==> src/rtl/rxq_pkg.sv <==
package rxq_pkg;

  // Receive threshold for a select code; one-entry mode always uses 1.
  function automatic int unsigned rx_thresh(input logic [2:0] sel,
                                            input logic       fifo_mode,
                                            input int unsigned depth);
    if (!fifo_mode) return 1;
    case (sel)
      3'd0:    return depth / 8;
      3'd1:    return depth / 4;
      3'd2:    return depth / 2;
      3'd3:    return (depth * 3) / 4;
      3'd4:    return (depth * 7) / 8;
      default: return depth;
    endcase
  endfunction

  // Pointer advance: wraps at the active depth (always 0 in one-entry mode).
  function automatic int unsigned ptr_next(input int unsigned ptr,
                                           input logic       fifo_mode,
                                           input int unsigned depth);
    if (!fifo_mode) return 0;
    if (ptr == depth - 1) return 0;
    return ptr + 1;
  endfunction

endpackage

==> src/rtl/rxq_ctrl.sv <==
module rxq_ctrl #(
  parameter int DEPTH = 16,
  localparam int CW = $clog2(DEPTH + 1)
) (
  input  logic          clk,
  input  logic          rst,
  input  logic          fifo_en,
  input  logic          push,
  input  logic          pop,
  input  logic          overrun_clr,
  output logic          mode_q,
  output logic          flush,
  output logic          push_acc,
  output logic          pop_acc,
  output logic [CW-1:0] cnt_q,
  output logic [CW-1:0] cnt_nx,
  output logic          full_q,
  output logic          empty_q,
  output logic          ovr_q
);

  localparam logic [CW-1:0] CAP_BIG = CW'(DEPTH);
  localparam logic [CW-1:0] CAP_ONE = CW'(1);

  logic [CW-1:0] cap_now;
  logic [CW-1:0] cap_nx;
  logic          drop;

  assign cap_now = mode_q  ? CAP_BIG : CAP_ONE;
  assign cap_nx  = fifo_en ? CAP_BIG : CAP_ONE;
  assign flush   = (fifo_en != mode_q);

  always_comb begin
    pop_acc  = !flush && pop && (cnt_q != '0);
    push_acc = !flush && push && ((cnt_q != cap_now) || pop_acc);
    drop     = !flush && push && !push_acc;
    if (flush) cnt_nx = '0;
    else       cnt_nx = cnt_q + CW'(push_acc) - CW'(pop_acc);
  end

  always_ff @(posedge clk) begin
    if (rst) begin
      mode_q  <= 1'b0;
      cnt_q   <= '0;
      full_q  <= 1'b0;
      empty_q <= 1'b1;
      ovr_q   <= 1'b0;
    end else begin
      mode_q  <= fifo_en;
      cnt_q   <= cnt_nx;
      full_q  <= (cnt_nx == cap_nx);
      empty_q <= (cnt_nx == '0);
      ovr_q   <= drop | (ovr_q & ~overrun_clr);
    end
  end

  // occupancy bounded by active depth
  p_cnt_bounded_r2: assert property (@(posedge clk) disable iff (rst)
    cnt_q <= cap_now);
  // full and empty are exclusive
  p_flags_excl_r2: assert property (@(posedge clk) disable iff (rst)
    !(full_q && empty_q));
  // a mode change empties the buffer
  p_flush_empties_r3: assert property (@(posedge clk) disable iff (rst)
    (fifo_en != mode_q) |=> (cnt_q == '0) && empty_q);
  // a discarded push keeps occupancy and raises overrun
  p_drop_keeps_r7: assert property (@(posedge clk) disable iff (rst)
    (push && !pop && full_q && (fifo_en == mode_q)) |=> $stable(cnt_q) && ovr_q);
  // simultaneous push and pop keep occupancy
  p_both_keep_r8: assert property (@(posedge clk) disable iff (rst)
    (push && pop && !empty_q && (fifo_en == mode_q)) |=> $stable(cnt_q));

endmodule

==> src/rtl/rxq_store.sv <==
module rxq_store #(
  parameter int DEPTH = 16,
  parameter int W     = 8,
  localparam int AW = (DEPTH > 1) ? $clog2(DEPTH) : 1
) (
  input  logic         clk,
  input  logic         rst,
  input  logic         mode_q,
  input  logic         flush,
  input  logic         push_acc,
  input  logic         pop_acc,
  input  logic [W-1:0] wdata,
  output logic [W-1:0] rdata
);
  import rxq_pkg::*;

  logic [W-1:0]  mem [DEPTH];
  logic [AW-1:0] wr_ptr;
  logic [AW-1:0] rd_ptr;

  // Storage array: no reset, write port and registered read port.
  always_ff @(posedge clk) begin
    if (push_acc) mem[wr_ptr] <= wdata;
  end

  always_ff @(posedge clk) begin
    if (rst)          rdata <= '0;
    else if (pop_acc) rdata <= mem[rd_ptr];
  end

  always_ff @(posedge clk) begin
    if (rst || flush) begin
      wr_ptr <= '0;
      rd_ptr <= '0;
    end else begin
      if (push_acc) wr_ptr <= AW'(ptr_next(int'(wr_ptr), mode_q, DEPTH));
      if (pop_acc)  rd_ptr <= AW'(ptr_next(int'(rd_ptr), mode_q, DEPTH));
    end
  end

  // one-entry mode uses only slot 0
  p_single_slot_r2: assert property (@(posedge clk) disable iff (rst)
    !mode_q |-> (wr_ptr == '0) && (rd_ptr == '0));

endmodule

==> src/rtl/rxq_irq.sv <==
module rxq_irq #(
  parameter int DEPTH = 16,
  localparam int CW = $clog2(DEPTH + 1)
) (
  input  logic          clk,
  input  logic          rst,
  input  logic          mode_q,
  input  logic [2:0]    thr_sel,
  input  logic          push_acc,
  input  logic          pop_acc,
  input  logic [CW-1:0] cnt_q,
  input  logic [CW-1:0] cnt_nx,
  input  logic          lvl_clr,
  input  logic          tmo_clr,
  output logic          lvl_q,
  output logic          tmo_q
);
  import rxq_pkg::*;

  logic [CW-1:0] thr;
  logic          lvl_set, lvl_drop, tmo_set, tmo_drop;

  assign thr      = CW'(rx_thresh(thr_sel, mode_q, DEPTH));
  assign lvl_set  = push_acc && (cnt_q < thr) && (cnt_nx >= thr);
  assign lvl_drop = pop_acc && (cnt_nx < thr);
  assign tmo_set  = push_acc;
  assign tmo_drop = pop_acc && (cnt_nx == '0);

  always_ff @(posedge clk) begin
    if (rst) begin
      lvl_q <= 1'b0;
      tmo_q <= 1'b0;
    end else begin
      lvl_q <= lvl_set | (lvl_q & ~lvl_clr & ~lvl_drop);
      tmo_q <= tmo_set | (tmo_q & ~tmo_clr & ~tmo_drop);
    end
  end

  // every accepted push raises the timeout interrupt
  p_tmo_on_push_r6: assert property (@(posedge clk) disable iff (rst)
    push_acc |=> tmo_q);
  // a pop that empties the buffer drops the timeout interrupt
  p_tmo_drop_r6: assert property (@(posedge clk) disable iff (rst)
    (pop_acc && !push_acc && (cnt_q == CW'(1))) |=> !tmo_q);
  // a pop ending below threshold drops the level interrupt
  p_lvl_drop_r5: assert property (@(posedge clk) disable iff (rst)
    (pop_acc && (cnt_nx < thr)) |=> !lvl_q);
  // level interrupt needs a push to rise
  p_lvl_needs_push_r5: assert property (@(posedge clk) disable iff (rst)
    $rose(lvl_q) |-> $past(push_acc));

endmodule

==> src/rtl/uart_rx_buffer.sv <==
module uart_rx_buffer #(
  parameter int DEPTH = 16,
  parameter int W     = 8,
  localparam int CW = $clog2(DEPTH + 1)
) (
  input  logic          clk,
  input  logic          rst,
  input  logic          fifo_en,
  input  logic [2:0]    thr_sel,
  input  logic          push,
  input  logic [W-1:0]  push_data,
  input  logic          pop,
  input  logic          overrun_clr,
  input  logic          lvl_clr,
  input  logic          tmo_clr,
  output logic [W-1:0]  rd_data,
  output logic [CW-1:0] count,
  output logic          full,
  output logic          empty,
  output logic          overrun,
  output logic          lvl_irq,
  output logic          tmo_irq
);

  logic          mode_q, flush, push_acc, pop_acc;
  logic [CW-1:0] cnt_q, cnt_nx;

  rxq_ctrl #(.DEPTH(DEPTH)) u_ctrl (
    .clk        (clk),
    .rst        (rst),
    .fifo_en    (fifo_en),
    .push       (push),
    .pop        (pop),
    .overrun_clr(overrun_clr),
    .mode_q     (mode_q),
    .flush      (flush),
    .push_acc   (push_acc),
    .pop_acc    (pop_acc),
    .cnt_q      (cnt_q),
    .cnt_nx     (cnt_nx),
    .full_q     (full),
    .empty_q    (empty),
    .ovr_q      (overrun)
  );

  rxq_store #(.DEPTH(DEPTH), .W(W)) u_store (
    .clk     (clk),
    .rst     (rst),
    .mode_q  (mode_q),
    .flush   (flush),
    .push_acc(push_acc),
    .pop_acc (pop_acc),
    .wdata   (push_data),
    .rdata   (rd_data)
  );

  rxq_irq #(.DEPTH(DEPTH)) u_irq (
    .clk     (clk),
    .rst     (rst),
    .mode_q  (mode_q),
    .thr_sel (thr_sel),
    .push_acc(push_acc),
    .pop_acc (pop_acc),
    .cnt_q   (cnt_q),
    .cnt_nx  (cnt_nx),
    .lvl_clr (lvl_clr),
    .tmo_clr (tmo_clr),
    .lvl_q   (lvl_irq),
    .tmo_q   (tmo_irq)
  );

  assign count = cnt_q;

  // output data only changes after an accepted pop
  p_rd_hold_r9: assert property (@(posedge clk) disable iff (rst)
    !pop_acc |=> $stable(rd_data));
  // a mode change leaves the overrun flag alone unless cleared
  p_flush_keeps_ovr_r3: assert property (@(posedge clk) disable iff (rst)
    (flush && !overrun_clr && overrun) |=> overrun);

endmodule

==> config.mk <==
export PLATFORM = sky130hd
export DESIGN_NAME = uart_rx_buffer
export DESIGN_NICKNAME = d
export VERILOG_FILES = /design/src/rtl/rxq_pkg.sv /design/src/rtl/rxq_ctrl.sv /design/src/rtl/rxq_store.sv /design/src/rtl/rxq_irq.sv /design/src/rtl/uart_rx_buffer.sv
export SDC_FILE = /design/constraint.sdc
export NUM_CORES = 1
export LEC_CHECK = 0
export BUFFER_PORTS_ARGS = -buffer_cell sky130_fd_sc_hd__buf_2
export CAP_MARGIN = 15
export CORE_MARGIN = 2
export CORE_UTILIZATION = 40
export CTS_CLUSTER_DIAMETER = 50
export DETAILED_ROUTE_END_ITERATION = 10
export PLACE_DENSITY = 0.67
export SYNTH_ARGS = -nofsm -noshare
export SYNTH_HDL_FRONTEND = slang
export SYNTH_SLANG_ARGS = --single-unit
==> constraint.sdc <==
create_clock -name clk -period 11.8 [get_ports clk]
set_clock_uncertainty 0.1 [all_clocks]
set_input_delay 0 -clock clk [delete_from_list [all_inputs] [get_ports clk]]
set_output_delay 0 -clock clk [all_outputs]
set_load 0.02 [all_outputs]
== Word-level counts from Yosys, hierarchy flattened ==
Memory sizes are Yosys's and may differ from the RTL's. A register that Yosys moved wholly into a read port is not among the register bits.
Cells that the tools add are included.
Operators by class
  bitwise gates (word level): 13
  $add $sub $neg: 4
  eq/ne operators: 9
  reductions and logical operators: 16
  magnitude comparators: 3
  multiplexer cells: 24
Operators by type and width (number)
  $pmux 5 s5: 1
  $mux 5: 4
  $mux 4: 4
  $mux 1: 15
  $lt 5x5->1: 2
  $logic_and 1x1->1: 9
  $add 4x1->4 const B: 2
  $eq 4x4->1 const B: 2
  $eq 3x2->1 const B: 2
  $add 5x1->5: 1
  $and 1x1->1: 5
  $eq 5x5->1: 1
  $ge 5x5->1: 1
  $logic_not 5->1: 1
  $ne 5x5->1: 1
  $not 1->1: 5
  $reduce_bool 5->1: 1
  $sub 5x1->5: 1
  $eq 3x1->1 const B: 1
  $eq 3x3->1 const B: 1
  $logic_not 3->1: 1
  $or 1x1->1: 3
  $logic_not 1->1: 2
  $logic_or 1x1->1: 2
  $ne 1x1->1: 1
Storage, ports and cells
  logic and storage cells: 79
  bits of input ports: 19
  RAM bits: 128
  register bits: 19
  output and inout port bits: 18
  memories kept: 1
Memory list
  u_store.mem: depth 16, width 8, rd ports 1, clocked after memory_dff 1, wr ports 1, RTL line rxq_store.sv:17  | logic [W-1:0] mem [DEPTH];

== Depth between registers and ports, before layout ==
  word-level depth: 14
  depth in mapped cells: 20

== Cells and area by module ==
Synthesis repeated with hierarchy kept, for this count alone.
Unflattened totals
  cells, all modules: 483
  area, all modules: 6666.4 um^2
Modules (own cells, without submodules)
  rxq_store: seq. area each 4164.0 um^2, cells each 372, area an instance 5760.5 um^2, instances 1
  rxq_ctrl: seq. area each 180.2 um^2, cells each 67, area an instance 576.8 um^2, instances 1
  rxq_irq: seq. area each 40.0 um^2, cells each 44, area an instance 329.1 um^2, instances 1

== Least setup slack after synthesis ==
No wires, ideal clock.
  path type: reg-to-reg
  start: register u_ctrl.mode_q
  end: register u_irq.lvl_q
  setup slack: 8.088 ns
  cell stages (with the launch flop): 21
  data required time: 11.574 ns
  buffers on the path: 1
  arrival time: 3.486 ns
  cell sequence: dfxtp_1 clkinv_1 ha_1 nand3b_1 a211oi_1 o22ai_1 buf_2 inv_1 ha_1 inv_1 ha_1 inv_1 fa_1 xor2_1 nor2_1 ha_1 o21ai_0 a21oi_1 o21a_1 o21ai_0 a22oi_1
Between the ends
  cells in the longest elaborated chain, start to end: 14
  elaborated cells on any way between the ends: 22
  classes of those cells: add/sub: 2; order compare: 3; eq/ne: 2; mux: 3; bitwise: 3; reduce/logical: 9
RTL lines
  start, declared: RTL line rxq_ctrl.sv:11  | output logic mode_q,
  start signal, assigned: RTL line rxq_ctrl.sv:49  | mode_q <= fifo_en;
  parallel branches: the longest is 8 deep, another holds $add 5x1->5
  $mux 5 *: RTL line rxq_ctrl.sv:37  | if (flush) cnt_nx = '0;
  named net cnt_nx[2]: RTL line uart_rx_buffer.sv:26  | logic [CW-1:0] cnt_q, cnt_nx;
  $lt 5x5->1: RTL line rxq_irq.sv:25  | assign lvl_drop = pop_acc && (cnt_nx < thr);
  $logic_and 1x1->1: RTL line rxq_irq.sv:25
  $not 1->1: RTL line rxq_irq.sv:34  | lvl_q <= lvl_set | (lvl_q & ~lvl_clr & ~lvl_drop);
  $and 1x1->1: RTL line rxq_irq.sv:34
  $or 1x1->1 *: RTL line rxq_irq.sv:34
  end signal, assigned: RTL line rxq_irq.sv:34
  end, declared: RTL line rxq_irq.sv:15  | output logic lvl_q,
Mark *: on every way through the listed nets, which the timed path passes.
A chain may end at the register's enable or synchronous reset.

== Final worst setup path ==
  start: register u_ctrl.mode_q
  end: register u_irq.tmo_q
Between the ends
  cells in the longest elaborated chain, start to end: 14
  elaborated cells on any way between the ends: 17
  classes of those cells: add/sub: 2; eq/ne: 2; mux: 2; bitwise: 3; reduce/logical: 8
RTL lines
  parallel branches: the longest is 13 deep, another holds $add 5x1->5
  $or 1x1->1 *: RTL line rxq_irq.sv:35  | tmo_q <= tmo_set | (tmo_q & ~tmo_clr & ~tmo_drop);
  end signal, assigned: RTL line rxq_irq.sv:35
  end, declared: RTL line rxq_irq.sv:16  | output logic tmo_q
Every way passes the cells marked *.

==> out/metrics.yaml <==
clock_network:
  postCtsSetupBuffers: 0
  clk_pin_slew_ns: 0.07
  cts_buffer_depth: 2
  cts_sinks: 155
  cts_root_buf: "clkbuf_16"
  tritoncts: "done"
  cts_made_buffers: 17
  htree_num_levels: 4
  clkLatencyLatePin_ns: 0.42
floorplan:
  die_area_sq_mm: 0.0173
  initial_core_util: 0.409
  placementRows: 46
  fp.dieH_microns: 132
  pin_count: 37
  core-area_sq_mm: 0.0159
  die_width_microns: 132
worst_setup_path:
  path_class: "reg2reg"
  path_max_fanout: 14
  arrival_ns: 4.87
  startpoint_type: "register"
  crit_path_end_kind: "register"
  worstPathRequired_ns: 12.07
yosys:
  synth_fa_ha_area_frac: 0.0415
  postSynthAreaPerCell_sq_um: 16.4
  synth_compound_area_frac: 0.0450
  synthSimpleGateAreaFrac: 0.0692
  synth_seq_area_share: 0.674
  async_flop_share: 0
  synth_warnings: 0
  synthMuxAreaShare: 0.140
  yosysTopAreaCellShare: 0.591
  synth_top_area_cell: "edfxtp_1"
  synthFlopType: "edfxtp_1"
  synthCells: 397
  synth_area_sq_mm: 0.00650
  synth_top_family_by_area: "multiplexers"
  ys_types: 48
  syn_nets: 437
  yosys-top-cells-area: "edfxtp_1, mux4_2, dfxtp_1, ha_1, mux2i_1"
  synth-xor-area-share: 0.00808
  synth-edff-count: 128
  ys_seq_elements: 155
outcome:
  status: "finished clean"
detailed_routing:
  ant_nets: 0
  routed_wl_microns: 13300
  vias: 3678
  viasPerCell: 5.35
  drt_pass1_iterations: 5
  drc: 0
  drt_first_iter_violations: 298
  wl_per_cell_microns: 19.3
global_route:
  first_global_vias: 3759
  grt-ovfl-total: 0
  grt_pass1_wl_microns: 21100
  grt_antenna_before_repair: 0
  grt_util_all_layers: 0.163
  grt_max_degree: 36
pwr:
  leakagePower_nw: 2.54
  peakVddDrop_v: 0.000104
  p_per_area_mw_per_mm2: 167
sta:
  setup_ws_ns: 7.20
  setup_viol: 0
  max-slew-margin-rel: 0.321
  tightest_slew_ns: 1.01
  max_freq_mhz: 217
  finalHoldViolations: 0
  fin_crit_ns: 4.60
  rsz0062_at_grt: "false"
  period_share: 0.390
  setup_tns_ns: 0
  finalMaxSlewViolations: 0
worst_hold_path:
  worstHoldPathType: "in2reg"
cells_and_area:
  antennaDiodeCount: 0
  drive_gt1_frac: 0.234
  areaGrowthSynthToFinish_pct: 18.2
  fin_nets: 499
  nFillCells: 1351
placement:
  gp_congestion: 0.814
  dp_slack_ns: 7.65
  io_buffers: 36
  dp_hpwl_microns: 8530
run:
  cap_violations: 0
==> state kept, by name (all words and copies together), names as in the netlist <==
register / cells
u_irq.tmo_q: 1
u_ctrl.full_q: 1
u_ctrl.mode_q: 1
u_store.rd_ptr: 4
u_irq.lvl_q: 1
u_store.rdata: 8
u_store.mem: 128
u_ctrl.ovr_q: 1
u_store.wr_ptr: 4
u_ctrl.cnt_q: 5
u_ctrl.empty_q: 1
==> synth_stat cells (all sizes together) (4+ instances only) <==
cell and n:
clkbuf 10, mux4 32, inv 16, nand2b 5
nor2 32, ha 20, nor3 5, xnor2 4
nand3 5, edfxtp 128, nor2b 4, a21oi 8
o21ai 8, mux2i 18, o221ai 8, nand3b 10
buf 7, nand2 12, dfxtp 27
==> stage by stage <==
stage                     hold slack (ns)  cell area (sq um)  cells  power [mW]  utilization
final                              0.0865               7690    687        1.28        0.484
after detailed placement            0.193               6940    640       0.750        0.437
after CTS                          0.0609               7690    687        1.29        0.484
after global placement              0.172               6940    640       0.747        0.437
after global routing                0.149               7690    687        1.33        0.484
after floorplan                  -0.00113               6500    397       0.710            -
==> final timing paths <==
path / startpoint / to / slack [ns] / cells past startpoint
min reg2reg: u_store.rdata[4] / u_store.rdata[4] / 0.40 / 2
max: u_ctrl.mode_q / u_irq.tmo_q / 7.20 / 17
min: pop / u_store.rd_ptr[0] / 0.09 / 5
max reg2reg: u_ctrl.mode_q / u_irq.tmo_q / 7.20 / 17
==> kinds of logic (layout without fill, tap and decap cells) <==
| kind of cell | count (synthesis) | in the layout |
|---|---|---|
| compound gates | 42 | 42 |
| mux | 51 | 51 |
| buf+inv | 34 | 108 |
| simple gates | 88 | 88 |
| xor+xnor | 6 | 6 |
| flops | 155 | 155 |
| fa+ha+maj | 21 | 21 |
==> layout make-up <==
cell class / instances / area [sq um] / share of cell area
Multi-Input combinational cell: 208 / 1980 / 0.257
Inverter: 17 / 63.8 / 0.00830
Tap cell: 216 / 270 / 0.0352
Clock inverter: 13 / 161 / 0.0210
Sequential cell: 155 / 4390 / 0.570
Clock buffer: 18 / 429 / 0.0558
Timing Repair Buffer: 60 / 400 / 0.0521
==> power breakdown <==
group / switching, mW / leakage [nW] / total (mW) / internal (mW)
Combinational: 0.0771 / 0.887 / 0.133 / 0.0563
Sequential: 0.00790 / 1.37 / 0.610 / 0.602
Clock: 0.224 / 0.281 / 0.540 / 0.316
==> repair_timing <==
item	CTS	global route
hold buffers	16	0
gates resized for setup	0	0
endpoints found under the hold margin	141	0
==> worst max-delay path: stages, from the launching register on <==
cell	delay (ns)
dfxtp_1	0.61
clkinv_1	0.38
ha_1	0.39
nand3b_1	0.11
a211oi_1	0.24
o22ai_1	0.14
inv_1	0.10
ha_1	0.23
inv_1	0.05
ha_1	0.15
inv_1	0.05
fa_1	0.39
nand2b_1	0.16
a21oi_1	0.15
xnor2_1	0.17
and4b_1	0.23
a311oi_1	0.30
dlygate4sd3_1	0.60
==> placed cells by master, fill, tap and decap left out, types with 2 or more instances in the layout <==
cell / count
buf_4: 8
inv_1: 15
clkinv_4: 3
inv_6: 2
nand2b_1: 5
nor2_1: 32
buf_2: 36
edfxtp_1: 128
inv_8: 2
and2_1: 2
or3_1: 2
o211ai_1: 2
a21oi_1: 8
nor3_1: 5
nand4_1: 3
ha_1: 20
xor2_1: 2
mux4_2: 32
dfxtp_1: 26
o21ai_0: 8
bufinv_16: 2
clkinvlp_4: 2
xnor2_1: 4
o21a_1: 3
a31oi_1: 2
nand3_1: 5
nand2_1: 12
nor2b_1: 4
nor3b_1: 2
dlygate4sd3_1: 16
nand3b_1: 10
mux2i_1: 18
clkbuf_16: 17
clkinv_1: 2
o221ai_1: 7
a211oi_1: 3
==> layer usage <==
layer	vias up	GRT usage	routed length, microns
li1	1685	-	-
met2	109	0.258	6560
met4	0	0.0700	215
met5	-	0	0
met1	1867	0.216	5820
met3	17	0.0367	670
(Power assumes the default switching activity.)
